--- config.mk ---
export PLATFORM = sky130hd
export DESIGN_NAME = rep_iter_ctrl
export DESIGN_NICKNAME = d
export VERILOG_FILES = /design/src/rtl/rep_pkg.sv /design/src/rtl/rep_decode.sv /design/src/rtl/rep_counter.sv /design/src/rtl/rep_fsm.sv /design/src/rtl/rep_iter_ctrl.sv
export SDC_FILE = /design/constraint.sdc
export NUM_CORES = 1
export LEC_CHECK = 0
export ABC_AREA = 1
export BUFFER_PORTS_ARGS = -buffer_cell sky130_fd_sc_hd__buf_4
export CORE_AREA = 2 2 145 105
export CTS_CLUSTER_SIZE = 10
export DETAILED_ROUTE_END_ITERATION = 7
export DIE_AREA = 0 0 147 107
export PLACE_DENSITY_LB_ADDON = 0.1
export SLEW_MARGIN = 20
export SYNTH_ARGS = -nofsm -noshare
export SYNTH_HDL_FRONTEND = slang
export SYNTH_HIERARCHICAL = 1
export SYNTH_SLANG_ARGS = --single-unit
--- constraint.sdc ---
create_clock -name clk -period 2.49 [get_ports clk]
set_input_delay 0.1245 -clock clk [delete_from_list [all_inputs] [get_ports clk]]
set_output_delay 0.1245 -clock clk [all_outputs]
set_load 0.02 [all_outputs]
--- src/rtl/rep_pkg.sv ---
package rep_pkg;
  localparam int CNT_W    = 32;
  localparam int CNT_LO_W = 16;
  localparam logic [7:0] PFX_REPZ  = 8'hF3;
  localparam logic [7:0] PFX_REPNZ = 8'hF2;

  typedef enum logic [1:0] {
    ST_IDLE  = 2'd0,
    ST_WAIT  = 2'd1,
    ST_CHECK = 2'd2
  } rep_state_e;

  function automatic logic is_rep_prefix(input logic [7:0] p);
    return (p == PFX_REPZ) || (p == PFX_REPNZ);
  endfunction

  function automatic logic cnt_is_zero(input logic [CNT_W-1:0] c, input logic wide);
    if (wide) return (c == '0);
    return (c[CNT_LO_W-1:0] == '0);
  endfunction

  function automatic logic [CNT_W-1:0] cnt_dec(input logic [CNT_W-1:0] c, input logic wide);
    logic [CNT_LO_W-1:0] lo;
    if (wide) return c - 1'b1;
    lo = c[CNT_LO_W-1:0] - 1'b1;
    return {c[CNT_W-1:CNT_LO_W], lo};
  endfunction

  // F3 leaves on a clear flag, F2 on a set flag
  function automatic logic zf_exit(input logic repz, input logic zf);
    return repz ? ~zf : zf;
  endfunction
endpackage

--- src/rtl/rep_decode.sv ---
module rep_decode
  import rep_pkg::*;
(
  input  logic [7:0]       prefix,
  input  logic             repeatable,
  input  logic             addr32,
  input  logic [CNT_W-1:0] count_in,
  output logic             rep_mode,
  output logic             repz,
  output logic             start_zero
);
  always_comb begin
    rep_mode   = repeatable && is_rep_prefix(prefix);
    repz       = (prefix == PFX_REPZ);
    start_zero = cnt_is_zero(count_in, addr32);
  end
endmodule

--- src/rtl/rep_counter.sv ---
module rep_counter
  import rep_pkg::*;
(
  input  logic             clk,
  input  logic             rst_n,
  input  logic             load,
  input  logic [CNT_W-1:0] load_val,
  input  logic             load_wide,
  input  logic             dec,
  output logic [CNT_W-1:0] cnt_q,
  output logic             cnt_zero_next
);
  logic wide_q;
  logic [CNT_W-1:0] cnt_dec_val;

  always_comb begin
    cnt_dec_val   = cnt_dec(cnt_q, wide_q);
    cnt_zero_next = cnt_is_zero(cnt_q, wide_q);
  end

  always_ff @(posedge clk or negedge rst_n) begin
    if (!rst_n) begin
      cnt_q  <= '0;
      wide_q <= 1'b0;
    end else if (load) begin
      cnt_q  <= load_val;
      wide_q <= load_wide;
    end else if (dec) begin
      cnt_q  <= cnt_dec_val;
    end
  end


  hi_hold_chk: assert property (@(posedge clk) disable iff (!rst_n)
    (dec && !load && !wide_q) |=> (cnt_q[CNT_W-1:CNT_LO_W] == $past(cnt_q[CNT_W-1:CNT_LO_W])));

  dec_step_chk: assert property (@(posedge clk) disable iff (!rst_n)
    (dec && !load && wide_q) |=> (cnt_q == $past(cnt_q) - 1'b1));
endmodule

--- src/rtl/rep_fsm.sv ---
module rep_fsm
  import rep_pkg::*;
#(
  parameter int IP_W  = 32,
  parameter int LEN_W = 4
) (
  input  logic             clk,
  input  logic             rst_n,
  input  logic             start,
  input  logic             rep_mode,
  input  logic             repz,
  input  logic             start_zero,
  input  logic             zf_sensitive,
  input  logic [LEN_W-1:0] ilen,
  input  logic [IP_W-1:0]  ip_in,
  input  logic             exec_done,
  input  logic             zf_in,
  input  logic             async_pending,
  input  logic             cnt_zero,
  output logic             load,
  output logic             dec,
  output logic             exec_go,
  output logic             count_we,
  output logic [IP_W-1:0]  ip_out,
  output logic             ip_we,
  output logic             yield,
  output logic             retire,
  output logic             busy
);
  rep_state_e state_q;
  logic rep_q, repz_q, zfs_q, zf_q;
  logic [LEN_W-1:0] ilen_q;
  logic [IP_W-1:0]  ip_q;
  logic accept, iter_done, stop_now;

  always_comb begin
    accept    = (state_q == ST_IDLE) && start;
    iter_done = (state_q == ST_WAIT) && exec_done;
    load      = accept;
    dec       = iter_done && rep_q;
    stop_now  = cnt_zero || (zfs_q && zf_exit(repz_q, zf_q));
    busy      = (state_q != ST_IDLE);
  end

  always_ff @(posedge clk or negedge rst_n) begin
    if (!rst_n) begin
      state_q  <= ST_IDLE;
      rep_q    <= 1'b0;
      repz_q   <= 1'b0;
      zfs_q    <= 1'b0;
      zf_q     <= 1'b0;
      ilen_q   <= '0;
      ip_q     <= '0;
      ip_out   <= '0;
      exec_go  <= 1'b0;
      count_we <= 1'b0;
      ip_we    <= 1'b0;
      yield    <= 1'b0;
      retire   <= 1'b0;
    end else begin
      exec_go  <= 1'b0;
      count_we <= 1'b0;
      ip_we    <= 1'b0;
      yield    <= 1'b0;
      retire   <= 1'b0;
      unique case (state_q)
        ST_IDLE: if (start) begin
          rep_q  <= rep_mode;
          repz_q <= repz;
          zfs_q  <= zf_sensitive;
          ilen_q <= ilen;
          ip_q   <= ip_in;
          if (rep_mode && start_zero) begin
            retire <= 1'b1;
            ip_we  <= 1'b1;
            ip_out <= ip_in + IP_W'(ilen);
          end else begin
            exec_go <= 1'b1;
            state_q <= ST_WAIT;
          end
        end
        ST_WAIT: if (exec_done) begin
          zf_q <= zf_in;
          if (rep_q) begin
            count_we <= 1'b1;
            state_q  <= ST_CHECK;
          end else begin
            retire  <= 1'b1;
            ip_we   <= 1'b1;
            ip_out  <= ip_q + IP_W'(ilen_q);
            state_q <= ST_IDLE;
          end
        end
        ST_CHECK: begin
          if (stop_now) begin
            retire  <= 1'b1;
            ip_we   <= 1'b1;
            ip_out  <= ip_q + IP_W'(ilen_q);
            state_q <= ST_IDLE;
          end else if (async_pending) begin
            yield   <= 1'b1;
            state_q <= ST_IDLE;
          end else begin
            exec_go <= 1'b1;
            state_q <= ST_WAIT;
          end
        end
        default: state_q <= ST_IDLE;
      endcase
    end
  end


  end_excl_chk: assert property (@(posedge clk) disable iff (!rst_n)
    $onehot0({exec_go, retire, yield}));

  yield_no_ip_chk: assert property (@(posedge clk) disable iff (!rst_n)
    yield |-> !ip_we);

  zero_skip_chk: assert property (@(posedge clk) disable iff (!rst_n)
    (accept && rep_mode && start_zero) |=> (retire && !exec_go));

  single_once_chk: assert property (@(posedge clk) disable iff (!rst_n)
    (iter_done && !rep_q) |=> (retire && !count_we));

  dec_write_chk: assert property (@(posedge clk) disable iff (!rst_n)
    dec |=> count_we);
endmodule

--- src/rtl/rep_iter_ctrl.sv ---
module rep_iter_ctrl
  import rep_pkg::*;
#(
  parameter int IP_W  = 32,
  parameter int LEN_W = 4
) (
  input  logic             clk,
  input  logic             rst_n,
  input  logic             start,
  input  logic [7:0]       prefix,
  input  logic             repeatable,
  input  logic             zf_sensitive,
  input  logic             addr32,
  input  logic [LEN_W-1:0] ilen,
  input  logic [CNT_W-1:0] count_in,
  input  logic [IP_W-1:0]  ip_in,
  input  logic             exec_done,
  input  logic             zf_in,
  input  logic             async_pending,
  output logic             exec_go,
  output logic [CNT_W-1:0] count_out,
  output logic             count_we,
  output logic [IP_W-1:0]  ip_out,
  output logic             ip_we,
  output logic             yield,
  output logic             retire,
  output logic             busy
);
  logic rep_mode, repz, start_zero, cnt_zero, load, dec;

  rep_decode u_dec (
    .prefix(prefix), .repeatable(repeatable), .addr32(addr32), .count_in(count_in),
    .rep_mode(rep_mode), .repz(repz), .start_zero(start_zero)
  );

  rep_counter u_cnt (
    .clk(clk), .rst_n(rst_n), .load(load), .load_val(count_in), .load_wide(addr32),
    .dec(dec), .cnt_q(count_out), .cnt_zero_next(cnt_zero)
  );

  rep_fsm #(.IP_W(IP_W), .LEN_W(LEN_W)) u_fsm (
    .clk(clk), .rst_n(rst_n), .start(start), .rep_mode(rep_mode), .repz(repz),
    .start_zero(start_zero), .zf_sensitive(zf_sensitive), .ilen(ilen), .ip_in(ip_in),
    .exec_done(exec_done), .zf_in(zf_in), .async_pending(async_pending),
    .cnt_zero(cnt_zero), .load(load), .dec(dec), .exec_go(exec_go),
    .count_we(count_we), .ip_out(ip_out), .ip_we(ip_we), .yield(yield),
    .retire(retire), .busy(busy)
  );
endmodule

* After elaboration in Yosys (flattened, before gate mapping)
Cells that the tools add are included.
** Operators by class
- Mux-type cells :: 41
- Bitwise logic cells :: 1
- Eq/ne operators :: 10
- Add/subtract/negate cells :: 4
- Reductions and logical operators :: 22
** Operator list (number)
- 32-bit two-way mux :: 9
- 32-bit one-hot mux with 3 select lines :: 1
- 32-bit by 4-bit adder with 32-bit output :: 2
- 32-bit logical NOT :: 2
- 16-bit logical NOT :: 2
- 32-bit by 1-bit subtractor with 32-bit output (second input constant) :: 1
- 1-bit two-way mux :: 23
- 8-bit equality test (second input constant) :: 2
- 16-bit by 1-bit subtractor with 16-bit output (second input constant) :: 1
- 2-bit two-way mux :: 5
- 2-bit inequality test (second input constant) :: 5
- 1-bit logical AND :: 6
- 2-bit one-hot mux with 3 select lines :: 1
- 2-bit AND reduction :: 3
- 6-bit AND reduction :: 1
- 2-bit nonzero test :: 3
- 1-bit one-hot mux with 3 select lines :: 1
- 3-bit AND reduction :: 1
- 3-bit nonzero test :: 1
- 2-bit by 1-bit equality test with 1-bit output (second input constant) :: 1
- 2-bit equality test (second input constant) :: 1
- 2-bit logical NOT :: 1
- 1-bit logical OR :: 2
- 2-bit by 1-bit inequality test with 1-bit output (second input constant) :: 1
- 2 further kinds :: 2
** Storage, ports and cells
- Output and inout bits :: 70
- Register bits :: 111
- Word-level logic and storage cells :: 93
- Input port bits :: 85

* Logic depth before layout (Yosys ltp)
- Depth in word-level cells :: 7
- Gate-level depth with buffers :: 14
- Gate-level depth less buffers :: 13

* Cells and area by module
Netlist, hierarchy kept.
** By module, submodules not included
- rep_fsm :: area each 5457.7 µm², instances 1, cells each 842
- rep_counter :: area each 2409.8 µm², instances 1, cells each 345
- rep_decode :: area each 157.7 µm², instances 1, cells each 40

* Worst setup path before layout
OpenSTA, ideal clock, no wires.
- Kind :: reg-to-reg
- Start :: reg u_fsm.state_q[0]
- End :: reg u_cnt.cnt_q[24]
- Path slack :: 0.325 ns
- Stages on the path, launching flop included :: 13
- Required time :: 2.370 ns
- Arrival time :: 2.045 ns
- Buffers on the path :: 3
- Cell sequence :: dfrtp_1 -> inv_1 -> ha_1 -> nand2_1 -> clkinv_1 -> clkbuf_1 -> buf_2 -> inv_1 -> o21ai_1 -> buf_2 -> nand2_1 -> o21bai_2 -> nand2_1
** RTL lines
- from (decl) :: RTL line rep_fsm.sv:30 : rep_state_e state_q;
- from (signal assigned) :: RTL line rep_fsm.sv:47 : state_q <= ST_IDLE;
- from (signal assigned) :: RTL line rep_fsm.sv:79 : state_q <= ST_WAIT;
- from (signal assigned) :: RTL line rep_fsm.sv:86 : state_q <= ST_CHECK;
- 2-bit logical NOT (*) :: RTL line rep_fsm.sv:37 : accept = (state_q == ST_IDLE) && start;
- 1-bit logical AND (*) :: RTL line rep_fsm.sv:37
- named net load :: RTL line rep_iter_ctrl.sv:29 : logic rep_mode, repz, start_zero, cnt_zero, load, dec;
- 2-bit nonzero test (no line)
- 2-bit AND reduction (no line)
- to (signal assigned) :: RTL line rep_counter.sv:26 : cnt_q <= load_val;
- to (signal assigned) :: RTL line rep_counter.sv:29 : cnt_q <= cnt_dec_val;
- to (decl) :: RTL line rep_counter.sv:10 : output logic [CNT_W-1:0] cnt_q,
Mark *: on every way through the listed nets, which the timed path passes. The rest lies on a longest branch.
A chain may end at the register's enable or synchronous reset.

* Worst setup path in the final report
- Start :: in ilen[0]
- End :: reg u_fsm.ip_out[16]
** On the way
- Cells in the longest elaborated chain, start to end :: 4
** RTL lines
- from (decl) :: RTL line rep_iter_ctrl.sv:14 : input logic [LEN_W-1:0] ilen,
- 32-bit by 4-bit adder with 32-bit output :: RTL line rep_fsm.sv:76 : ip_out <= ip_in + IP_W'(ilen);
- 32-bit two-way mux :: RTL line rep_fsm.sv:73 : if (rep_mode && start_zero) begin
- 32-bit two-way mux :: RTL line rep_fsm.sv:67 : ST_IDLE: if (start) begin
- 32-bit one-hot mux with 3 select lines :: RTL line rep_fsm.sv:66 : unique case (state_q)
- to (signal assigned) :: RTL line rep_fsm.sv:76
- to (signal assigned) :: RTL line rep_fsm.sv:90 : ip_out <= ip_q + IP_W'(ilen_q);
- to (signal assigned) :: RTL line rep_fsm.sv:98 : ip_out <= ip_q + IP_W'(ilen_q);
- to (decl) :: RTL line rep_fsm.sv:24 : output logic [IP_W-1:0] ip_out,
No other way between the ends. The select of a mux whose other input is x is not followed.

==> flow_metrics.py <==
metrics = {
    "run_status": {
        "outcome": "complete, no violations",
    },
    "timing": {
        "grt_setup_unrepaired": "false",
        "relSlewSlack_pct": 57.23,
        "period_share_pct": 92.77,
        "hold_ws_ps": 6.078,
        "final-hold-violation-count": 0,
        "finClkSkew_ps": 10.31,
        "finalSetupViolCount": 0,
        "worst_slew_pin_slew_ps": 641.6,
        "tns_ps": 0,
        "slew_viol_final": 0,
        "fmax_mhz": 432.9,
        "min_period_ps": 2310,
    },
    "floorplan": {
        "core_area_um2": 14350,
        "die_area_um2": 15730,
        "row_count": 37,
        "die_h_um": 107,
        "die_w_um": 147,
        "io_pins": 155,
        "initial_core_util_pct": 55.92,
    },
    "route": {
        "vias_per_cell": 5.577,
        "wl_per_cell_um": 16.98,
        "drc_errors": 0,
        "first_pass_iters": 5,
        "initialDrtViolationCount": 912,
        "drtAntennaViolNets": 0,
        "num_vias": 8845,
        "wl_mm": 26.93,
    },
    "worst_setup_path": {
        "arrival_ps": 2610,
        "cpMostUsedCell": "nand2_1",
        "critPathCaptureType": "register",
        "cp_cell_sequence": "dlygate4sd3_1 -> buf_4 -> ha_1 -> fa_1 -> nand2_1 -> nand3_1 -> nand2_1 -> inv_1 -> nand2_1 -> o21ai_0 -> nand3_1 -> nand3_1 -> nand2_1",
        "timing.rr.start": "u_cnt/cnt_q[20]",
        "worstSetupPathType": "in2reg",
        "path_max_fanout": 5,
        "crit_path_top_delay_cell": "dlygate4sd3_1",
        "start_kind": "input port",
        "critPathMaxStageDelay_ps": 530,
        "critPathLaunch": "ilen[0]",
        "cp.required_ps": 2790,
    },
    "global_route": {
        "antenna_found_initial": 1,
        "grt_pass1_wl_mm": 42.88,
        "grt_max_degree": 64,
        "grt_usage_pct": 34.99,
        "grt_overflow": 0,
        "grt_pass1_vias": 8144,
    },
    "synth": {
        "syn_inst": 1227,
        "ys_warn_count": 6,
        "ys_types": 50,
        "synth.top_cell.area_share_pct": 34.61,
        "synth-async-reset-ratio_pct": 100.0,
        "synth.area.top_cells": "dfrtp_1 (35%), nand2_1 (20%), nand3_1 (8.0%), nor2_1 (7.0%), inv_1 (5.4%)",
        "yosysSeqAreaShare_pct": 34.61,
        "ys_seq_elements": 111,
        "avgSynthCellArea_um2": 6.541,
        "synth.most_common_cell": "nand2_1",
        "syn_nets": 1327,
        "synth_largest_area_cell": "dfrtp_1",
        "synth-edff-count": 0,
        "synth_commonest_cells": "nand2_1 (438), nor2_1 (150), nand3_1 (128)",
        "syn-cell-area_um2": 8025,
        "synth_ff_type": "dfrtp_1",
    },
    "placement": {
        "gp_congestion": 1.029,
        "io_buffer_count": 154,
        "hpwl_mm": 20.73,
    },
    "clock_tree": {
        "cts_htree_levels": 3,
        "worst_skew_pair.late_latency_ps": 360,
        "cts_buffers": 9,
        "clock_path_buffers": 2,
        "path_clk_slew_ps": 80,
        "clockRootBuffer": "clkbuf_16",
        "cts_tree": "yes",
        "post-cts-setup-buffer-count": 0,
        "cts_sinks": 111,
    },
    "final_layout": {
        "diodes": 0,
        "drive_above_1_share_pct": 17.40,
        "syn_to_final_growth_pct": 21.86,
        "final_nets": 1486,
    },
    "pwr": {
        "peakVddDrop_mv": 0.5252,
        "p_sw_share_pct": 49.47,
        "leakagePower_nw": 4.827,
        "power_density_nw_per_um2": 1126,
        "combinationalPowerShare_pct": 52.9,
        "p_switching_mw": 5.448,
        "p_int_mw": 5.564,
        "seq_power_share_pct": 33.2,
        "pwr-share-clk_pct": 13.9,
    },
    "flow_run": {
        "maxCapViolCount": 0,
    },
    "min_path": {
        "hold_start": "count_in[5]",
        "hold_class": "in2reg",
    },
}
-- metal layers --
| metal | GRT usage, % | routed length [um] | share of wire [%] |
|---|---|---|---|
| met5 | 0 | 13 | 0.048 |
| met4 | 7.005 | 397 | 1.5 |
| met3 | 10.85 | 3473 | 13 |
| met2 | 48.05 | 10580 | 39 |
| met1 | 53.72 | 12460 | 46 |
-- cells by family after synthesis --
logic type                 Yosys count  synth area share, %
adders and majority gates           15                2.526
and+or+nand+nor                    806                44.01
muxes                                1               0.1403
AOI/OAI and AO/OA                  124                8.840
DFF                                111                34.61
buffers and inverters              151                7.795
xor gates and xnor gates            19                2.074
-- state kept, by name, summed over array words and instances, names as in the netlist --
name            flops
u_cnt/cnt_q        32
u_cnt/wide_q        1
u_fsm/count_we      1
u_fsm/exec_go       1
u_fsm/ilen_q        4
u_fsm/ip_out       32
u_fsm/ip_q         32
u_fsm/rep_q         1
u_fsm/repz_q        1
u_fsm/retire        1
u_fsm/state_q       2
u_fsm/yield         1
u_fsm/zf_q          1
u_fsm/zfs_q         1
-- stage by stage --
step                      power (mW)  std cells  utilization (%)  cell area (um2)  setup WS, ps
after floorplan                7.189       1227                -             8025         325.1
after global placement         9.205       1560            65.31             9373         384.0
after detailed placement       9.299       1560            65.31             9373         272.0
after CTS                      10.90       1586            68.13             9777         245.5
after global routing           11.77       1586            68.14             9779         61.79
final                          11.01       1586            68.14             9779         180.0
-- power by group through the flow --
stage | sequential [mW] | clock (mW) | combinational, mW
after global placement | 3.62 | 0 | 5.58
after global routing | 3.77 | 1.64 | 6.36
final | 3.65 | 1.54 | 5.82
after floorplan | 3.99 | 0 | 3.20
after CTS | 3.61 | 1.56 | 5.73
after detailed placement | 3.63 | 0 | 5.67
-- final cells by class --
class,count,area (um2)
multi-input combinational,965,4624
fill,1315,4572
sequential,111,2778
timing repair buffer,177,1366
inverter,122,462.9
tap,195,244.0
clock buffer,9,225.2
clock inverter,7,78.83
-- critical path: cells and delay by family --
kind	cells	cell delay [ps]
simple gates	7	930
buf+inv	3	830
fa+ha+maj	2	630
compound gates	1	80
-- worst paths after layout --
check | endpoint | slack, ps | cells past startpoint
worst max-delay path | u_fsm/ip_out[16] | 180 | 13
worst min-delay path | u_cnt/cnt_q[5] | 6 | 3
worst max register to register | u_fsm/ip_out[6] | 270 | 11
worst min register to register | u_fsm/ip_out[23] | 480 | 2
max in group asynchronous | u_fsm/ip_q[10] | 1490 | 3
min in group asynchronous | u_fsm/retire | 300 | 2
-- cell usage in the layout, fill, tap and decap left out, types with 13 or more instances in the layout --
| cell | instances |
|---|---|
| nand2_1 | 437 |
| buf_4 | 166 |
| nor2_1 | 150 |
| nand3_1 | 128 |
| inv_1 | 115 |
| dfrtp_1 | 111 |
| o21ai_0 | 61 |
| a21oi_1 | 19 |
| nand4_1 | 16 |
| nor2_2 | 13 |
| xor2_1 | 13 |
| ha_1 | 13 |
-- what timing repair did --
| item | in CTS | in global routing |
|---|---|---|
| gates resized for setup | 0 | 1 |
| hold buffers | 10 | 0 |
| setup endpoints to repair | 0 | 1 |
| endpoints found under the hold margin | 51 | 0 |
(Power assumes the default switching activity.)
